### config.mk
export PLATFORM = sky130hd
export DESIGN_NAME = guard_timer
export DESIGN_NICKNAME = d
export VERILOG_FILES = /design/src/rtl/guard_pkg.sv /design/src/rtl/guard_dp.sv /design/src/rtl/guard_ctrl.sv /design/src/rtl/guard_timer.sv
export SDC_FILE = /design/constraint.sdc
export NUM_CORES = 1
export LEC_CHECK = 0
export BUFFER_PORTS_ARGS = -buffer_cell sky130_fd_sc_hd__buf_2
export CAP_MARGIN = 10
export CORE_UTILIZATION = 45
export CTS_CLUSTER_SIZE = 40
export DETAILED_ROUTE_END_ITERATION = 10
export PLACE_DENSITY = 0.71
export SLEW_MARGIN = 20
export SYNTH_ARGS = -nofsm -noshare
export SYNTH_HDL_FRONTEND = slang
export SYNTH_HIERARCHICAL = 1
export SYNTH_SLANG_ARGS = --single-unit
### constraint.sdc
create_clock -name clk -period 4.8 [get_ports clk]
set_clock_uncertainty 0.05 [all_clocks]
set_input_delay 0.72 -clock clk [delete_from_list [all_inputs] [get_ports clk]]
set_output_delay 0.72 -clock clk [all_outputs]
set_load 0.01 [all_outputs]
### src/rtl/guard_pkg.sv
package guard_pkg;
  localparam int unsigned DATA_W   = 32;
  localparam int unsigned FLAG_BIT = 31;

  typedef enum logic [1:0] {
    ACT_OFF   = 2'd0,
    ACT_IRQ   = 2'd1,
    ACT_NMI   = 2'd2,
    ACT_RESET = 2'd3
  } action_e;

  // strobes from control to the counter datapath
  typedef struct packed {
    logic load;
    logic dec;
  } cnt_strb_t;
endpackage

### src/rtl/guard_dp.sv
module guard_dp
  import guard_pkg::*;
#(
  parameter int unsigned CNT_W = 32
) (
  input  logic             clk,
  input  logic             arstN,
  input  cnt_strb_t        strb,
  input  logic [CNT_W-1:0] loadVal,
  output logic [CNT_W-1:0] count,
  output logic             atOne,
  output logic             atZero
);
  localparam logic [CNT_W-1:0] ONE = CNT_W'(1);

  always_ff @(posedge clk or negedge arstN) begin
    if (!arstN)         count <= '0;
    else if (strb.load) count <= loadVal;
    else if (strb.dec)  count <= count - ONE;
  end

  assign atOne  = (count == ONE);
  assign atZero = (count == '0);
endmodule

### src/rtl/guard_ctrl.sv
module guard_ctrl
  import guard_pkg::*;
#(
  parameter int unsigned ADDR_W = 4,
  parameter int unsigned CNT_W  = 32
) (
  input  logic              clk,
  input  logic              arstN,
  input  logic              porN,
  input  logic              tick,
  input  logic              regValid,
  input  logic              regWrite,
  input  logic [ADDR_W-1:0] regAddr,
  input  logic [DATA_W-1:0] regWdata,
  input  logic [CNT_W-1:0]  count,
  input  logic              atOne,
  input  logic              atZero,
  output cnt_strb_t         strb,
  output logic [CNT_W-1:0]  loadVal,
  output logic [DATA_W-1:0] regRdata,
  output logic              irqPulse,
  output logic              nmiPulse,
  output logic              chipRstReq,
  output logic              lastRst
);
  localparam logic [ADDR_W-1:0] OFS_CTRL  = ADDR_W'(0);
  localparam logic [ADDR_W-1:0] OFS_TIMER = ADDR_W'(4);

  action_e action;
  logic    wrEn, wrCtrl, wrTimer, armed, expire;
  logic [DATA_W-1:0] ctrlWord, timerWord;

  assign wrEn    = regValid && regWrite;
  assign wrCtrl  = wrEn && (regAddr == OFS_CTRL);
  assign wrTimer = wrEn && (regAddr == OFS_TIMER);
  assign armed   = (action != ACT_OFF);

  // a reload always beats a decrement, so expiry cannot coincide with a write
  assign strb.load = wrTimer;
  assign strb.dec  = tick && armed && !atZero && !wrTimer;
  assign expire    = strb.dec && atOne;
  assign loadVal   = regWdata[CNT_W-1:0];

  always_ff @(posedge clk or negedge arstN) begin
    if (!arstN)      action <= ACT_OFF;
    else if (wrCtrl) action <= action_e'(regWdata[1:0]);
  end

  always_ff @(posedge clk or negedge arstN) begin
    if (!arstN) begin
      irqPulse   <= 1'b0;
      nmiPulse   <= 1'b0;
      chipRstReq <= 1'b0;
    end else begin
      irqPulse <= expire && (action == ACT_IRQ);
      nmiPulse <= expire && (action == ACT_NMI);
      if (expire && (action == ACT_RESET)) chipRstReq <= 1'b1;
    end
  end

  // reset-cause bit lives in the power-on domain only
  always_ff @(posedge clk or negedge porN) begin
    if (!porN) lastRst <= 1'b0;
    else if (expire && (action == ACT_RESET)) lastRst <= 1'b1;
  end

  always_comb begin
    ctrlWord           = '0;
    ctrlWord[FLAG_BIT] = lastRst;
    ctrlWord[1:0]      = action;
  end

  generate
    if (CNT_W < DATA_W) begin : g_pad
      assign timerWord = {{(DATA_W-CNT_W){1'b0}}, count};
    end else begin : g_full
      assign timerWord = count;
    end
  endgenerate

  always_comb begin
    if (regAddr == OFS_CTRL)       regRdata = ctrlWord;
    else if (regAddr == OFS_TIMER) regRdata = timerWord;
    else                           regRdata = '0;
  end
endmodule

### src/rtl/guard_timer.sv
module guard_timer
  import guard_pkg::*;
#(
  parameter int unsigned ADDR_W = 4,
  parameter int unsigned CNT_W  = 32
) (
  input  logic              clk,
  input  logic              rstN,
  input  logic              porN,
  input  logic              tick,
  input  logic              regValid,
  input  logic              regWrite,
  input  logic [ADDR_W-1:0] regAddr,
  input  logic [31:0]       regWdata,
  output logic [31:0]       regRdata,
  output logic              irqPulse,
  output logic              nmiPulse,
  output logic              chipRstReq
);
  logic             arstN, atOne, atZero, lastRst;
  logic [CNT_W-1:0] curCount, loadVal;
  cnt_strb_t        strb;

  assign arstN = rstN & porN;

  guard_ctrl #(.ADDR_W(ADDR_W), .CNT_W(CNT_W)) u_ctrl (
    .clk(clk), .arstN(arstN), .porN(porN), .tick(tick),
    .regValid(regValid), .regWrite(regWrite), .regAddr(regAddr),
    .regWdata(regWdata), .count(curCount), .atOne(atOne), .atZero(atZero),
    .strb(strb), .loadVal(loadVal), .regRdata(regRdata),
    .irqPulse(irqPulse), .nmiPulse(nmiPulse), .chipRstReq(chipRstReq),
    .lastRst(lastRst)
  );

  guard_dp #(.CNT_W(CNT_W)) u_dp (
    .clk(clk), .arstN(arstN), .strb(strb), .loadVal(loadVal),
    .count(curCount), .atOne(atOne), .atZero(atZero)
  );
endmodule

==> results of run 1 <==
## where the power goes
part / leakage, nW / internal (mW) / switching, mW
clock: 0.0431 / 0.111 / 0.107
combinational: 0.759 / 0.166 / 0.169
sequential: 0.479 / 0.417 / 0.144
total: 1.28 / 0.693 / 0.420
## stage by stage
step | power, mW | instances | setup WS, ns
floorplan | 0.796 | 307 | 1.32
global placement | 0.881 | 411 | 1.07
detailed placement | 0.893 | 411 | 0.857
CTS | 1.11 | 417 | 1.01
global route | 1.20 | 417 | 0.660
finish | 1.11 | 417 | 0.971
## state kept, by name, indices dropped and copies added (netlist names)
| register | flops |
|---|---|
| u_ctrl/action | 2 |
| u_ctrl/lastRst | 1 |
| u_ctrl/chipRstReq | 1 |
| u_dp/count | 32 |
| u_ctrl/irqPulse | 1 |
| u_ctrl/nmiPulse | 1 |
## cell families (layout without fill, tap and decap cells)
logic type / Yosys count / in the layout / synth area share, %
AND/OR/NAND/NOR: 144 / 144 / 32.9
AO/OA/AOI/OAI: 57 / 57 / 13.9
buffers and inverters: 52 / 90 / 12.2
flip-flops: 38 / 38 / 35.2
XOR/XNOR: 11 / 11 / 3.56
multiplexers: 3 / 3 / 1.25
adder cells (fa/ha/maj): 2 / 2 / 0.925
## final cells by class
cell class / instances / area share, %
Timing Repair Buffer: 79 / 13.6
Inverter: 5 / 0.632
Tap cell: 72 / 3.03
Sequential cell: 38 / 32.0
Multi-Input combinational cell: 217 / 48.0
Clock buffer: 6 / 2.78
## per-layer routing
layer / up-vias / track usage (%) / wire length, um
met2: 81 / 32.6 / 2770
met5: - / 0 / 0
li1: 1161 / - / -
met3: 2 / 4.57 / 361
met1: 1075 / 26.0 / 2780
met4: 0 / 6.36 / 23
## how the worst max path moves through the flow
stage / startpoint / end / slack [ns]
after global placement: regAddr[2] / u_dp/count[29] / 1.07
after detailed placement: regAddr[2] / u_dp/count[29] / 0.86
after CTS: u_dp/count[7] / u_dp/count[29] / 1.01
final: u_dp/count[7] / u_dp/count[29] / 0.97
after global routing: u_dp/count[7] / u_dp/count[29] / 0.66
after floorplan: u_dp/count[7] / u_dp/count[18] / 1.32
## worst register-to-register path: cells and delay by family, from the launching register on
family                 cells  cell delay, ns
buffers and inverters      1            0.19
AO/OA/AOI/OAI              1            0.17
flip-flops                 1            0.51
AND/OR/NAND/NOR            9            2.84
## layout by cell type (no fill, tap or decap), types with 2 or more instances in the layout
cell,instances
buf_2,76
dfrtp_1,38
and2_1,30
nor2_1,21
nand2_1,19
o21ai_0,18
or4_1,17
a31oi_1,16
or3_1,11
o31ai_1,11
nor4_1,9
xnor2_1,9
nor3_1,7
or2_2,7
clkbuf_8,6
inv_1,4
nand2b_1,3
mux2_2,3
buf_4,3
nand3_1,3
a22o_2,2
nor3b_2,2
o21bai_1,2
or4_4,2
nor4b_1,2
nand4_1,2
xor2_1,2
o31a_1,2
ha_1,2
==> metrics, run 1 <==
worst stage delay on the critical path 0.64 ns; critical path's slowest cell or4_1; outcome complete, no violations; worst slew pin tran 0.862 ns; worst min-delay path class in2async; Die Wd 79.5 um; layout cells sized above 1 31.3%; vias in the first global route 2,100; Reg area 951 um2; f_max 0.261 GHz; commonest cells in the netlist 38 x dfrtp_1, 33 x buf_4, 31 x and2_1; Synth Instances 307; Final Critical Period 3.83 ns; Sink Count 38; I/O pin cnt 77; CP arrival 3.99 ns; worst path bufs/invs 1; Pwr Density 375 mW/mm2; Detail Placement HPWL 4.25 mm; endpoints failing hold 0; drt pass-1 iters 4; ANT cells 0; R2R cell count 11; leakage 1.28 nW; final core occ 52.6%; max_cap viols 0; CTS resizes 0; H-tree levels 2; CTS Root Cell clkbuf_8; synthesized area 0.00270 mm2; RSZ-0062 raised after global routing no; asr flop ratio synth 100%; hold_buf cts 0; PortBufs 76; largest net degree at the start of global routing 38; Finished Cell Area 0.00297 mm2; final-report max-slew violation count 0; via count 2,319; core box area 0.00564 mm2; first-pass GRT wire length 9.81 mm; fillers 545; Worst path top cell family by delay simple AND/OR/NAND/NOR gates; Max FO, Critical Path 15; EDFF count, synth 0; area of the multi-input gates 0.00142 mm2; DRC errors left 0; R2R Setup Slk 0.97 ns; Final ANT Viol Nets 0; CP Class reg2reg; post-synth cell types 45; CP required 4.96 ns; final net count 390; commonest register cell after synthesis dfrtp_1; vias per std cell 5.56; setup TNS 0 ns; routed wire length 5.94 mm; period utilization 79.8%; Initial Utilization 47.9%; drt wl/cell 14.2 um; hold slack 0.150 ns; cells along the critical path nor2_1 -> nand4b_1 -> buf_4 -> or2_2 -> nor4b_1 -> nand2b_1 -> nor3_1 -> nor4b_2 -> nand4_1 -> or4_1 -> a31oi_1; post-CTS setup buffer count 0; worst r2r src u_dp/count[7]; Slew HR 42.6%; crit path launch type flip-flop; crit path capture type flip-flop; # rows 27; routability congestion estimate 0.837; Post-DP Area 0.00289 mm2; Bufs on Longest Clock Path 2; Die Y 79.5 um; top cell type's share of synthesized area 35.2%; Reg-to-Reg End u_dp/count[29]; Yosys top cell by area dfrtp_1; critical path depth 11; Post-Syn Nets 351; Starting DRT DRC Count 172; total track usage 19.9%; worst skew pair latency 0.29 ns; initial antenna violation count 0; Synth Register Bits 38; most frequent cell after synthesis dfrtp_1; sequential share of the synthesized area 35.2%; synth warn 6; Worst VDD drop 182 uV; syn_area_per_cell 8.81 um2; Die Area 0.00632 mm2; top cells by area, synth dfrtp_1 35%, buf_4 9.2%, and2_1 7.2%, or4_1 4.7%, a31oi_1 3.7%; Layout area overhead 9.81%; CTS tree done; total gr overflow 0; Clk pin slew, worst setup/hold paths 0.07 ns; TritonCTS Buffers 5; setup violators final 0
Power figures use the tool's default switching activity.
==> run 2: changes to the inputs <==
==> constraint.sdc (replaced) <==
create_clock -name clk -period 3.85 [get_ports clk]
set_clock_uncertainty 0.05 [all_clocks]
set_input_delay 0.5775 -clock clk [delete_from_list [all_inputs] [get_ports clk]]
set_output_delay 0.5775 -clock clk [all_outputs]
set_load 0.01 [all_outputs]
==> run 2 against run 1 <==
Effect of this change:
- final cell count up 1.2%
- first-iteration DRC count decreased by 17%
- sequential share of layout area shrank 0.28 points
- design area is 0.88% higher
- die area did not move
- worst hold slack better by 0.28 ns
- core utilization increased by 0.47 points
- non-clock buffer count grew 4
- sequential cell count did not move
- register-to-register slack worse by 0.49 ns
- critical path depth fell by 1
- fmax up 14%
- critical path type unchanged
- largest cell class unchanged
==> metrics, run 2 (synthesis gave the netlist of run 1 again) <==
max_cap viols 0; final net count 394; endpoints failing hold 0; final core occ 53.1%; I/O pin cnt 77; Cells after DPL 414; Setup WS post-layout 0.477 ns; layout cells sized above 1 31.4%; grt met3 use 3.89%; Initial Utilization 47.9%; core box area 0.00564 mm2; max FFs per register 32; via count 2,316; met2 Track Usage GR 33.9%; CP Class reg2reg; PortBufs 76; Die Y 79.5 um; worst stage delay on the critical path 0.64 ns; Starting DRT DRC Count 143; sw frac 37.9%; setup TNS 0 ns; Reg-to-Reg End u_dp/count[29]; min-delay src u_ctrl/chipRstReq; Die Area 0.00632 mm2; leakage 1.30 nW; # rows 27; busiest grt layer met2; TritonCTS Buffers 5; Internal 855 uW; post-CTS setup buffer count 0; routed wire length 6.08 mm; drt wl/cell 14.4 um; CTS resizes 0; CP dominant cell by count or4_1; Detail Placement HPWL 4.36 mm; Clk network pwr share 18.7%; CTS Root Cell clkbuf_8; largest net degree at the start of global routing 38; period utilization 87.6%; total track usage 20.3%; Die Wd 79.5 um; R2R cell count 10; post-route insts no fill 422; total gr overflow 0; most frequent cells in the layout 76 x buf_2, 38 x dfrtp_1, 30 x and2_1; setup violators final 0; outcome complete, no violations; CP required 4.01 ns; Layout area overhead 10.8%; crit path capture type flip-flop; Max FO, Critical Path 14; combinational share of power 30.9%; cells along the critical path or3_1 -> or4_1 -> or2_2 -> nor4b_1 -> nand2b_1 -> nor3_1 -> nor4b_2 -> nand4_1 -> or4_1 -> a31oi_1; worst path bufs/invs 0; GR Layer Usage met1 26.8%; Final ANT Viol Nets 0; crit path launch type flip-flop; first-pass GRT wire length 10.1 mm; Final Critical Period 3.37 ns; worst slew pin tran 0.877 ns; commonest non-fill, non-tap cell in the layout buf_2; Sink Count 38; initial antenna violation count 0; Worst VDD drop 290 uV; Clk pin slew, worst setup/hold paths 0.07 ns; RSZ-0062 raised after global routing no; ANT cells 0; worst min-delay path class reg2reg; largest registers u_dp/count (32), u_ctrl/action (2); sequential share of power 50.4%; Finished Cell Area 0.00300 mm2; routability congestion estimate 0.837; Worst path top cell family by delay simple AND/OR/NAND/NOR gates; worst r2r src u_dp/count[8]; vias per std cell 5.49; worst skew pair latency 0.29 ns; Hold Crit Endpoint u_ctrl/chipRstReq; total power 1.38 mW; Top reg by flops u_dp/count; vias in the first global route 2,173; Slew HR 41.5%; hold slack 0.431 ns; f_max 0.296 GHz; H-tree levels 2; R2R Setup Slk 0.48 ns; WHS Path Cells 1; net load switching power 521 uW; Pwr Density 459 mW/mm2; Post-DP Area 0.00291 mm2; CTS tree done; critical path's slowest cell or4_1; pre-CTS WS 0.489 ns; DRC errors left 0; CP arrival 3.54 ns; final-report max-slew violation count 0; drt pass-1 iters 4; Bufs on Longest Clock Path 2; hold_buf cts 1
## run 2: cell types whose count changed in the layout (fill, tap and decap cells not counted)
cell / previous run / this run
buf_4: 3 / 6
clkbuf_1: 0 / 2
clkbuf_8: 6 / 5
dlygate4sd3_1: 0 / 1
## run 2: per-layer routing
metal / up-vias / wire length (um) / share of wire (%)
li1: 1166 / - / -
met3: 4 / 324 / 5.3
met4: 0 / 55 / 0.90
met5: - / 0 / 0
met2: 67 / 2850 / 47
met1: 1079 / 2850 / 47
## run 2: final cells by class
class	instances	area, um2
flip-flops and latches	38	951
repair buffers	83	435
inverters	5	18.8
well taps	72	90.1
multi-input cells	217	1420
fillers	547	2650
clock buffers	7	76.3
## run 2: power by group through the flow
stage,logic (mW),registers [mW],clock network (mW)
2_1_floorplan,0.351,0.642,0
3_3_place_gp,0.405,0.691,0
3_5_place_dp,0.421,0.700,0
4_1_cts,0.424,0.692,0.268
5_1_grt,0.478,0.724,0.285
6_report,0.425,0.693,0.257
## run 2: worst max-delay path by stage
stage               cells after the start          start  slack, ns        endpoint
global placement                       10  u_dp/count[4]       0.59  u_dp/count[23]
detailed placement                     10  u_dp/count[8]       0.49  u_dp/count[29]
global route                           10  u_dp/count[8]       0.04  u_dp/count[29]
finish                                 10  u_dp/count[8]       0.48  u_dp/count[29]
CTS                                    10  u_dp/count[8]       0.46  u_dp/count[29]
floorplan                              13  u_dp/count[7]       0.37  u_dp/count[18]
